`src/rtl/tick_prescaler_pkg.sv`:
```
package tick_prescaler_pkg;
  localparam int CHANNELS = 2;
  localparam int CH_A     = 0;
  localparam int CH_B     = 1;
  localparam logic [3:0] AUX_RESET = 4'b0011;
endpackage

```
`src/rtl/tp_regs.sv`:
```
module tp_regs #(
  parameter int ADDR_W = 4,
  parameter int CODE_W = 3,
  parameter logic [ADDR_W-1:0] BASE = '1
) (
  input  logic                                  clk,
  input  logic                                  rst,
  input  logic                                  io_we,
  input  logic                                  io_aux,
  input  logic [ADDR_W-1:0]                     io_addr,
  input  logic [CODE_W:0]                       io_wdata,
  output logic [tick_prescaler_pkg::CHANNELS-1:0][CODE_W-1:0] code,
  output logic [tick_prescaler_pkg::CHANNELS-1:0] masked,
  output logic [tick_prescaler_pkg::CHANNELS-1:0] level
);
  import tick_prescaler_pkg::*;

  logic hit, wr_pri, wr_aux;
  assign hit    = io_we && (io_addr == BASE);
  assign wr_pri = hit && !io_aux;
  assign wr_aux = hit && io_aux;

  for (genvar ch = 0; ch < CHANNELS; ch++) begin : g_chan
    always_ff @(posedge clk) begin
      if (rst) begin
        code[ch]   <= '0;
        masked[ch] <= AUX_RESET[ch];
        level[ch]  <= AUX_RESET[CHANNELS+ch];
      end else begin
        if (wr_pri && (io_wdata[CODE_W] == (ch == CH_B)))
          code[ch] <= io_wdata[CODE_W-1:0];
        if (wr_aux) begin
          masked[ch] <= io_wdata[ch];
          level[ch]  <= io_wdata[CHANNELS+ch];
        end
      end
    end
  end

  // a code write aimed at channel A leaves channel B's buffer untouched
  assert_b_code_kept_R3: assert property (@(posedge clk) disable iff (rst)
    (wr_pri && !io_wdata[CODE_W]) |=> $stable(code[CH_B]));

  // writes elsewhere leave masks and levels alone
  assert_foreign_write_ignored_R2: assert property (@(posedge clk) disable iff (rst)
    !hit |=> ($stable(masked) && $stable(level)));
endmodule

```
`src/rtl/tp_divider.sv`:
```
module tp_divider #(
  parameter int W = 15
) (
  input  logic         clk,
  input  logic         rst,
  input  logic         run,
  output logic [W-1:0] cnt,
  output logic [W-1:0] rise
);
  // rise[s] = stage s goes 0 -> 1 on the coming edge
  for (genvar s = 0; s < W; s++) begin : g_rise
    if (s == 0) begin : g_lsb
      assign rise[s] = run && !cnt[0];
    end else begin : g_upper
      assign rise[s] = run && (&cnt[s-1:0]) && !cnt[s];
    end
  end

  always_ff @(posedge clk) begin
    if (rst || !run) cnt <= '0;
    else             cnt <= cnt + W'(1);
  end

  // a halted divider sits at zero
  assert_halt_clears_R7: assert property (@(posedge clk) disable iff (rst)
    !run |=> (cnt == '0));

  // a running divider advances by exactly one
  assert_count_step_R4: assert property (@(posedge clk) disable iff (rst)
    run |=> (cnt == $past(cnt) + W'(1)));
endmodule

```
`src/rtl/tp_tap.sv`:
```
module tp_tap #(
  parameter int W      = 15,
  parameter int CODE_W = 3,
  parameter int STEP   = 2
) (
  input  logic              clk,
  input  logic              rst,
  input  logic [W-1:0]      rise,
  input  logic [CODE_W-1:0] code,
  input  logic              masked,
  output logic              irq
);
  localparam int IDX_W = $clog2(W);

  logic [IDX_W-1:0] idx;
  assign idx = IDX_W'(int'(code) * STEP);

  always_ff @(posedge clk) begin
    if (rst) irq <= 1'b0;
    else     irq <= rise[idx] && !masked;
  end

  // no request in the cycle after the channel was masked
  assert_masked_silent_R6: assert property (@(posedge clk) disable iff (rst)
    masked |=> !irq);
endmodule

```
`src/rtl/tick_prescaler.sv`:
```
module tick_prescaler #(
  parameter int ADDR_W = 4,
  parameter int CODE_W = 3,
  parameter int DIV_W  = 15,
  parameter logic [ADDR_W-1:0] BASE = 4'hF
) (
  input  logic              clk,
  input  logic              rst,
  input  logic              io_we,
  input  logic              io_aux,
  input  logic [ADDR_W-1:0] io_addr,
  input  logic [CODE_W:0]   io_wdata,
  output logic              irq_a,
  output logic              irq_b,
  output logic              lvl_a,
  output logic              lvl_b
);
  import tick_prescaler_pkg::*;

  localparam int TAPS = 2 ** CODE_W;
  localparam int STEP = (DIV_W - 1) / (TAPS - 1);

  logic [CHANNELS-1:0][CODE_W-1:0] code;
  logic [CHANNELS-1:0]             masked, level, irq;
  logic [DIV_W-1:0]                cnt, rise;
  logic                            run;

  tp_regs #(.ADDR_W(ADDR_W), .CODE_W(CODE_W), .BASE(BASE)) u_regs (
    .clk(clk), .rst(rst), .io_we(io_we), .io_aux(io_aux),
    .io_addr(io_addr), .io_wdata(io_wdata),
    .code(code), .masked(masked), .level(level)
  );

  assign run = !(&masked);

  tp_divider #(.W(DIV_W)) u_div (
    .clk(clk), .rst(rst), .run(run), .cnt(cnt), .rise(rise)
  );

  for (genvar ch = 0; ch < CHANNELS; ch++) begin : g_tap
    tp_tap #(.W(DIV_W), .CODE_W(CODE_W), .STEP(STEP)) u_tap (
      .clk(clk), .rst(rst), .rise(rise), .code(code[ch]),
      .masked(masked[ch]), .irq(irq[ch])
    );
  end

  assign irq_a = irq[CH_A];
  assign irq_b = irq[CH_B];
  assign lvl_a = level[CH_A];
  assign lvl_b = level[CH_B];

  // a request never lasts two cycles while the tap code holds
  assert_pulse_single_R5: assert property (@(posedge clk) disable iff (rst)
    (irq_a && $stable(code[CH_A])) |=> !irq_a);

  // both masked means both request lines stay low
  assert_halt_quiet_R1: assert property (@(posedge clk) disable iff (rst)
    (&masked) |=> (!irq_a && !irq_b));
endmodule

```
`config.mk`:
```
export PLATFORM = sky130hd
export DESIGN_NAME = tick_prescaler
export DESIGN_NICKNAME = d
export VERILOG_FILES = /design/src/rtl/tick_prescaler_pkg.sv /design/src/rtl/tp_regs.sv /design/src/rtl/tp_divider.sv /design/src/rtl/tp_tap.sv /design/src/rtl/tick_prescaler.sv
export SDC_FILE = /design/constraint.sdc
export NUM_CORES = 1
export LEC_CHECK = 0
export ABC_AREA = 1
export BUFFER_PORTS_ARGS = -buffer_cell sky130_fd_sc_hd__buf_4
export CORE_ASPECT_RATIO = 0.75
export CORE_MARGIN = 3
export CORE_UTILIZATION = 45
export DETAILED_ROUTE_END_ITERATION = 6
export HOLD_SLACK_MARGIN = 0.15
export PLACE_DENSITY = 0.75
export SLEW_MARGIN = 25
export SYNTH_ARGS = -nofsm -noshare
export SYNTH_HDL_FRONTEND = slang
export SYNTH_SLANG_ARGS = --single-unit
```
`constraint.sdc`:
```
create_clock -name clk -period 1.9 [get_ports clk]
set_clock_uncertainty 0.2 [all_clocks]
set_input_delay 0.38 -clock clk [delete_from_list [all_inputs] [get_ports clk]]
set_output_delay 0.38 -clock clk [all_outputs]
set_load 0.05 [all_outputs]
```
# Yosys cells after proc, flatten, opt, wreduce, memory -nomap -nowiden
# Cells that the tools add are included.
# totals
register_bits,27
inputBits,12
out_inout_bits,4
word_cells,61
# classes
add_sub_neg,1
order_cmp,2
eq_ne,1
mux,4
bitwise,1
n_reduce_logical,43
# op_table
op,count
logical AND 1 bit,22
"adder 15 x 1 -> 15 bit, second input constant",1
AND reduction 14 bit,1
logical NOT 1 bit,12
AND reduction 12 bit,1
"< comparator 4 x 5 -> 1 bit, second input constant",2
AND reduction 10 bit,1
AND reduction 8 bit,1
binary-select mux 1 bit (select 3 bit),2
AND reduction 6 bit,1
"== test 4 bit, second input constant",1
AND reduction 2 bit,2
AND reduction 4 bit,1
2-to-1 mux 1 bit,2
logical OR 1 bit,1
inverter 1 bit,1

# Logic depth before layout (Yosys ltp)
# logic_depth
ltp_word,7
mapped_depth,11
ltp_nobuf,11

# Modules after synthesis
# A second synthesis with hierarchy kept.
# hier_totals
cells_unflattened,264
area_unflattened_um2,1616.6
# modules_own_cells
mod,instances,cells_per_inst,area_per_inst_um2,seq_area_each_um2
tp_divider,1,134,872.1,300.3
tp_regs,1,75,485.5,200.2
tp_tap,2,27,127.6,20.0
tick_prescaler,1,1,3.8,0.0

# Least setup slack after synthesis
# No wires, ideal clock.
# synth_timing
path_type,reg-to-reg
startpoint,reg u_div.cnt[0]
endpoint,reg g_tap[0].u_tap.irq
setup_time_ns,0.066
t_arrival_ns,1.257
required_ns,1.634
setup_slack_ns,0.377
path_stages_with_launch,10
path_buffers,0
period_less_slack_ns,1.523
cell_sequence,dfxtp_1 -> ha_1 -> nand2_1 -> nor2_4 -> nand2_4 -> nor2_4 -> nand2_2 -> o21ai_2 -> nand2_1 -> a21oi_2
# synth_between
elab_chain_len,6
word_cells_on_any_way,26
cone_classes,mux (2); reduce/logical (24)
# synth_lines
item,line_no,source
start: declaration,tp_divider.sv:7,"output logic [W-1:0] cnt,"
start signal: assignment,tp_divider.sv:21,else cnt <= cnt + W'(1);
AND reduction 14 bit (tied with other cells),tp_divider.sv:15,assign rise[s] = run && (&cnt[s-1:0]) && !cnt[s];
logical AND 1 bit (2 in series),tp_divider.sv:15,
binary-select mux 1 bit (select 3 bit) *,tp_tap.sv:20,else irq <= rise[idx] && !masked;
2-to-1 mux 1 bit (implied by the code) *,tp_tap.sv:20,
logical AND 1 bit *,tp_tap.sv:20,
end signal: assignment,tp_tap.sv:20,
end: declaration,tp_tap.sv:11,output logic irq
# Every way passes the cells marked *; elsewhere a longest branch is shown, timed or not. The select of a mux whose other input is x is not followed.
# A chain may end at the register's enable or synchronous reset.

# Worst setup path in the final report
# layout_timing
startpoint,in rst
endpoint,reg u_div.cnt[3]
# layout_between
elab_chain_len,1
# layout_lines
item,line_no,source
start: declaration,tick_prescaler.sv:8,"input logic rst,"
logical OR 1 bit,tp_divider.sv:20,if (rst || !run) cnt <= '0;
# Every way passes these cells.

==> summary.md <==
| Metric | Value |
|---|---|
| Outcome | completed |
| Worst skew pair latency | 280 ps |
| Drt total wl | 2780 um |
| Worst Setup Slack, final | 177 ps |
| Post-synth top cells | nand2_1, dfxtp_1, inv_1, a21oi_1, nand3_1 |
| Data arrival time of the worst path | 1750 ps |
| Hold_sp | io_wdata[2] |
| Clk pin slew, worst setup/hold paths | 90 ps |
| R2R Setup Slk | 190 ps |
| Share of the synthesized area in the top cell type | 40.6% |
| Number of synthesized flops with an enable pin | 0 |
| Synth Warn # | 0 |
| Max-capacitance violation count | 0 |
| Vias in the first global route | 1120 |
| Layout cells sized above 1 | 18.1% |
| Req. time, crit path | 1930 ps |
| Num CTS Buffers | 3 |
| Sw Ratio | 21.9% |
| Max VDD drop | 0.000383 V |
| H-tree Lvls | 1 |
| Fmax | 580 MHz |
| LEAKAGE | 0.567 nW |
| Vias per cell | 4.96 |
| Ys async rst share | 0% |
| Grt total ovfl | 0 |
| Final Slew Violations | 0 |
| Placer Congestion | 0.922 |
| Hold Path Depth | 3 |
| Worst Reg-to-Reg Cells | 9 |
| Cell Area, Synth | 0.00133 mm^2 |
| Design Area, Final | 0.00157 mm^2 |
| Tot GR Track Use | 17.6% |
| Antenna violations before repair | 0 |
| Sequential share of power | 59.8% |
| Largest cells by area after synthesis | dfxtp_1, nand2_1, a21oi_1 |
| DP Worst Slack | 222 ps |
| Setup TNS | 0 ps |
| Half-perimeter wire length after detailed placement | 2130 um |
| Placed cell area | 0.00149 mm^2 |
| Switch Pwr | 0.208 mW |
| Distinct cells, synth | 23 |
| Residual DRC | 0 |
| Clk sinks | 27 |
| Post-CTS Setup Inserts | 0 |
| Hold Crit Class | in -> reg |
| ANT nets after route | 0 |
| # rows | 16 |
| CTS tree | built |
| Hold Slack | 174 ps |
| Slew margin rel. | 82.3% |
| Worst-Margin Slew | 263 ps |
| Largest net degree at the start of global routing | 15 |
| Synthesized Nets | 206 |
| Initial Util | 48.9% |
| Top Ports | 16 |
| Pre-antenna DRT Iters | 4 |
| Root buffer cell | clkbuf_8 |
| Cell taking the most area after synthesis | dfxtp_1 |
| Clock Path Buffers | 2 |
| Die Area | 0.00366 mm^2 |
| DRT iter0 DRCs | 121 |
| Layout area overhead | 17.8% |
| Die Ht | 53.1 um |
| WHS Endpoint | u_regs.level[0] |
| Core Box Area | 0.00272 mm^2 |
| Power Density | 606 mW/mm^2 |
| Final Hold Viols | 0 |
| Avg Cell Area, Syn | 6.90 um^2 |
| Count leader, synth | nand2_1 |
| Chip width | 68.8 um |
| I/O Buffers | 15 |
| CP max stage cell | dlygate4sd3_1 |
| Pint | 0.744 mW |
| CP cell instances | dlygate4sd3_1, buf_4, nor2_1, inv_2, a21oi_1, o21a_1 |
| Gate power share | 5.2% |
| Worst path max stage delay | 560 ps |
| Unrepaired setup endpoints after global routing | false |
| R2r endpoint | g_tap[1].u_tap.irq |
| Startpoint Class | input port |
| Period minus WS final | 1720 ps |
| Final worst-path cycle share | 90.7% |
| Post-synthesis sequential area ratio | 40.6% |
| Syn Inst Count | 193 |
| Clk pwr share | 35.0% |
| CP Capture Type | register |
| Vias | 1245 |
| Worst Path Max Fanout | 12 |
| Nets | 229 |
| Top_reg_cell synth | dfxtp_1 |
| Reg2reg start | u_div.cnt[0] |
| First-pass GRT wire length | 4850 um |
| Worst Setup Path Type | in -> reg |
| # diodes | 0 |
| Yosys reg bits | 27 |
| WL/cell | 11.1 um |
| Final setup vio count | 0 |
-- layout make-up --
class	count	area, um^2
clock buffer	4	45.0
fill	276	1150
inverter	26	97.6
multi-input combinational	139	692
sequential	27	541
tap	36	45.0
timing repair buffer	19	150
-- state kept, by name, summed over array words and instances (netlist names) --
signal,count
g_tap.u_tap.irq,2
u_div.cnt,15
u_regs.code,6
u_regs.level,2
u_regs.masked,2
-- critical path, delay by kind of cell --
kind / cells / cell delay (ps)
buffers and inverters: 3 / 900
and+or+nand+nor: 1 / 210
AOI/OAI and AO/OA: 2 / 260
-- routing by layer --
layer / vias up / part of all wire, % / track usage [%]
met5: - / 0 / 0
met3: 6 / 4.9 / 5.31
met1: 535 / 55 / 25.9
met2: 30 / 39 / 24.2
met4: 0 / 1.5 / 4.85
li1: 674 / - / -
-- worst max path at each step --
stage                            start                 end  slack (ps)  cells past startpoint
after CTS                          rst        u_div.cnt[3]         140                      6
after global placement    u_div.cnt[0]  g_tap[0].u_tap.irq         250                     11
final                              rst        u_div.cnt[3]         180                      6
after global routing      u_div.cnt[0]  g_tap[0].u_tap.irq           8                      9
after floorplan           u_div.cnt[0]  g_tap[0].u_tap.irq         380                      9
after detailed placement  u_div.cnt[0]  g_tap[1].u_tap.irq         220                      9
-- through the flow --
step	total power, mW	util, %	cells
after floorplan	0.600	-	193
after global placement	0.625	54.8	244
after detailed placement	0.625	54.8	244
after CTS	0.956	57.6	251
after global routing	0.987	57.7	251
final	0.952	57.7	251
-- kinds of logic (layout without fill, tap and decap cells) --
family | Yosys count | in the layout | share of synthesized area (%)
simple gates | 102 | 102 | 35.8
compound gates | 36 | 36 | 15.0
flops | 27 | 27 | 40.6
buf+inv | 27 | 49 | 7.70
fa+ha+maj | 1 | 1 | 0.939
-- power groups by stage --
stage | clock network (mW) | logic (mW) | registers [mW]
floorplan | 0 | 0.0163 | 0.583
global placement | 0 | 0.0428 | 0.583
detailed placement | 0 | 0.0429 | 0.583
CTS | 0.339 | 0.0478 | 0.569
global route | 0.362 | 0.0548 | 0.570
finish | 0.333 | 0.0491 | 0.569
-- layout by cell type, fill, tap and decap left out --
| cell type | instances |
|---|---|
| a21oi_1 | 20 |
| a21oi_2 | 2 |
| a31oi_1 | 1 |
| buf_4 | 16 |
| clkbuf_1 | 1 |
| clkbuf_8 | 3 |
| dfxtp_1 | 27 |
| dlygate4sd3_1 | 3 |
| ha_1 | 1 |
| inv_1 | 24 |
| inv_2 | 2 |
| nand2_1 | 45 |
| nand2_2 | 3 |
| nand2_4 | 1 |
| nand3_1 | 18 |
| nand3b_1 | 1 |
| nand4_1 | 4 |
| nor2_1 | 16 |
| nor2_2 | 6 |
| nor2_4 | 3 |
| nor3_1 | 4 |
| o21a_1 | 1 |
| o21ai_0 | 10 |
| o21ai_2 | 1 |
| o21ba_2 | 1 |
| or2_2 | 1 |
-- what timing repair did --
action                     4_1_cts  5_1_grt
hold endpoints to repair         5        0
setup endpoints to repair        0        2
hold buffers                     3        0
resized for setup                0        2
(Power assumes the default switching activity.)
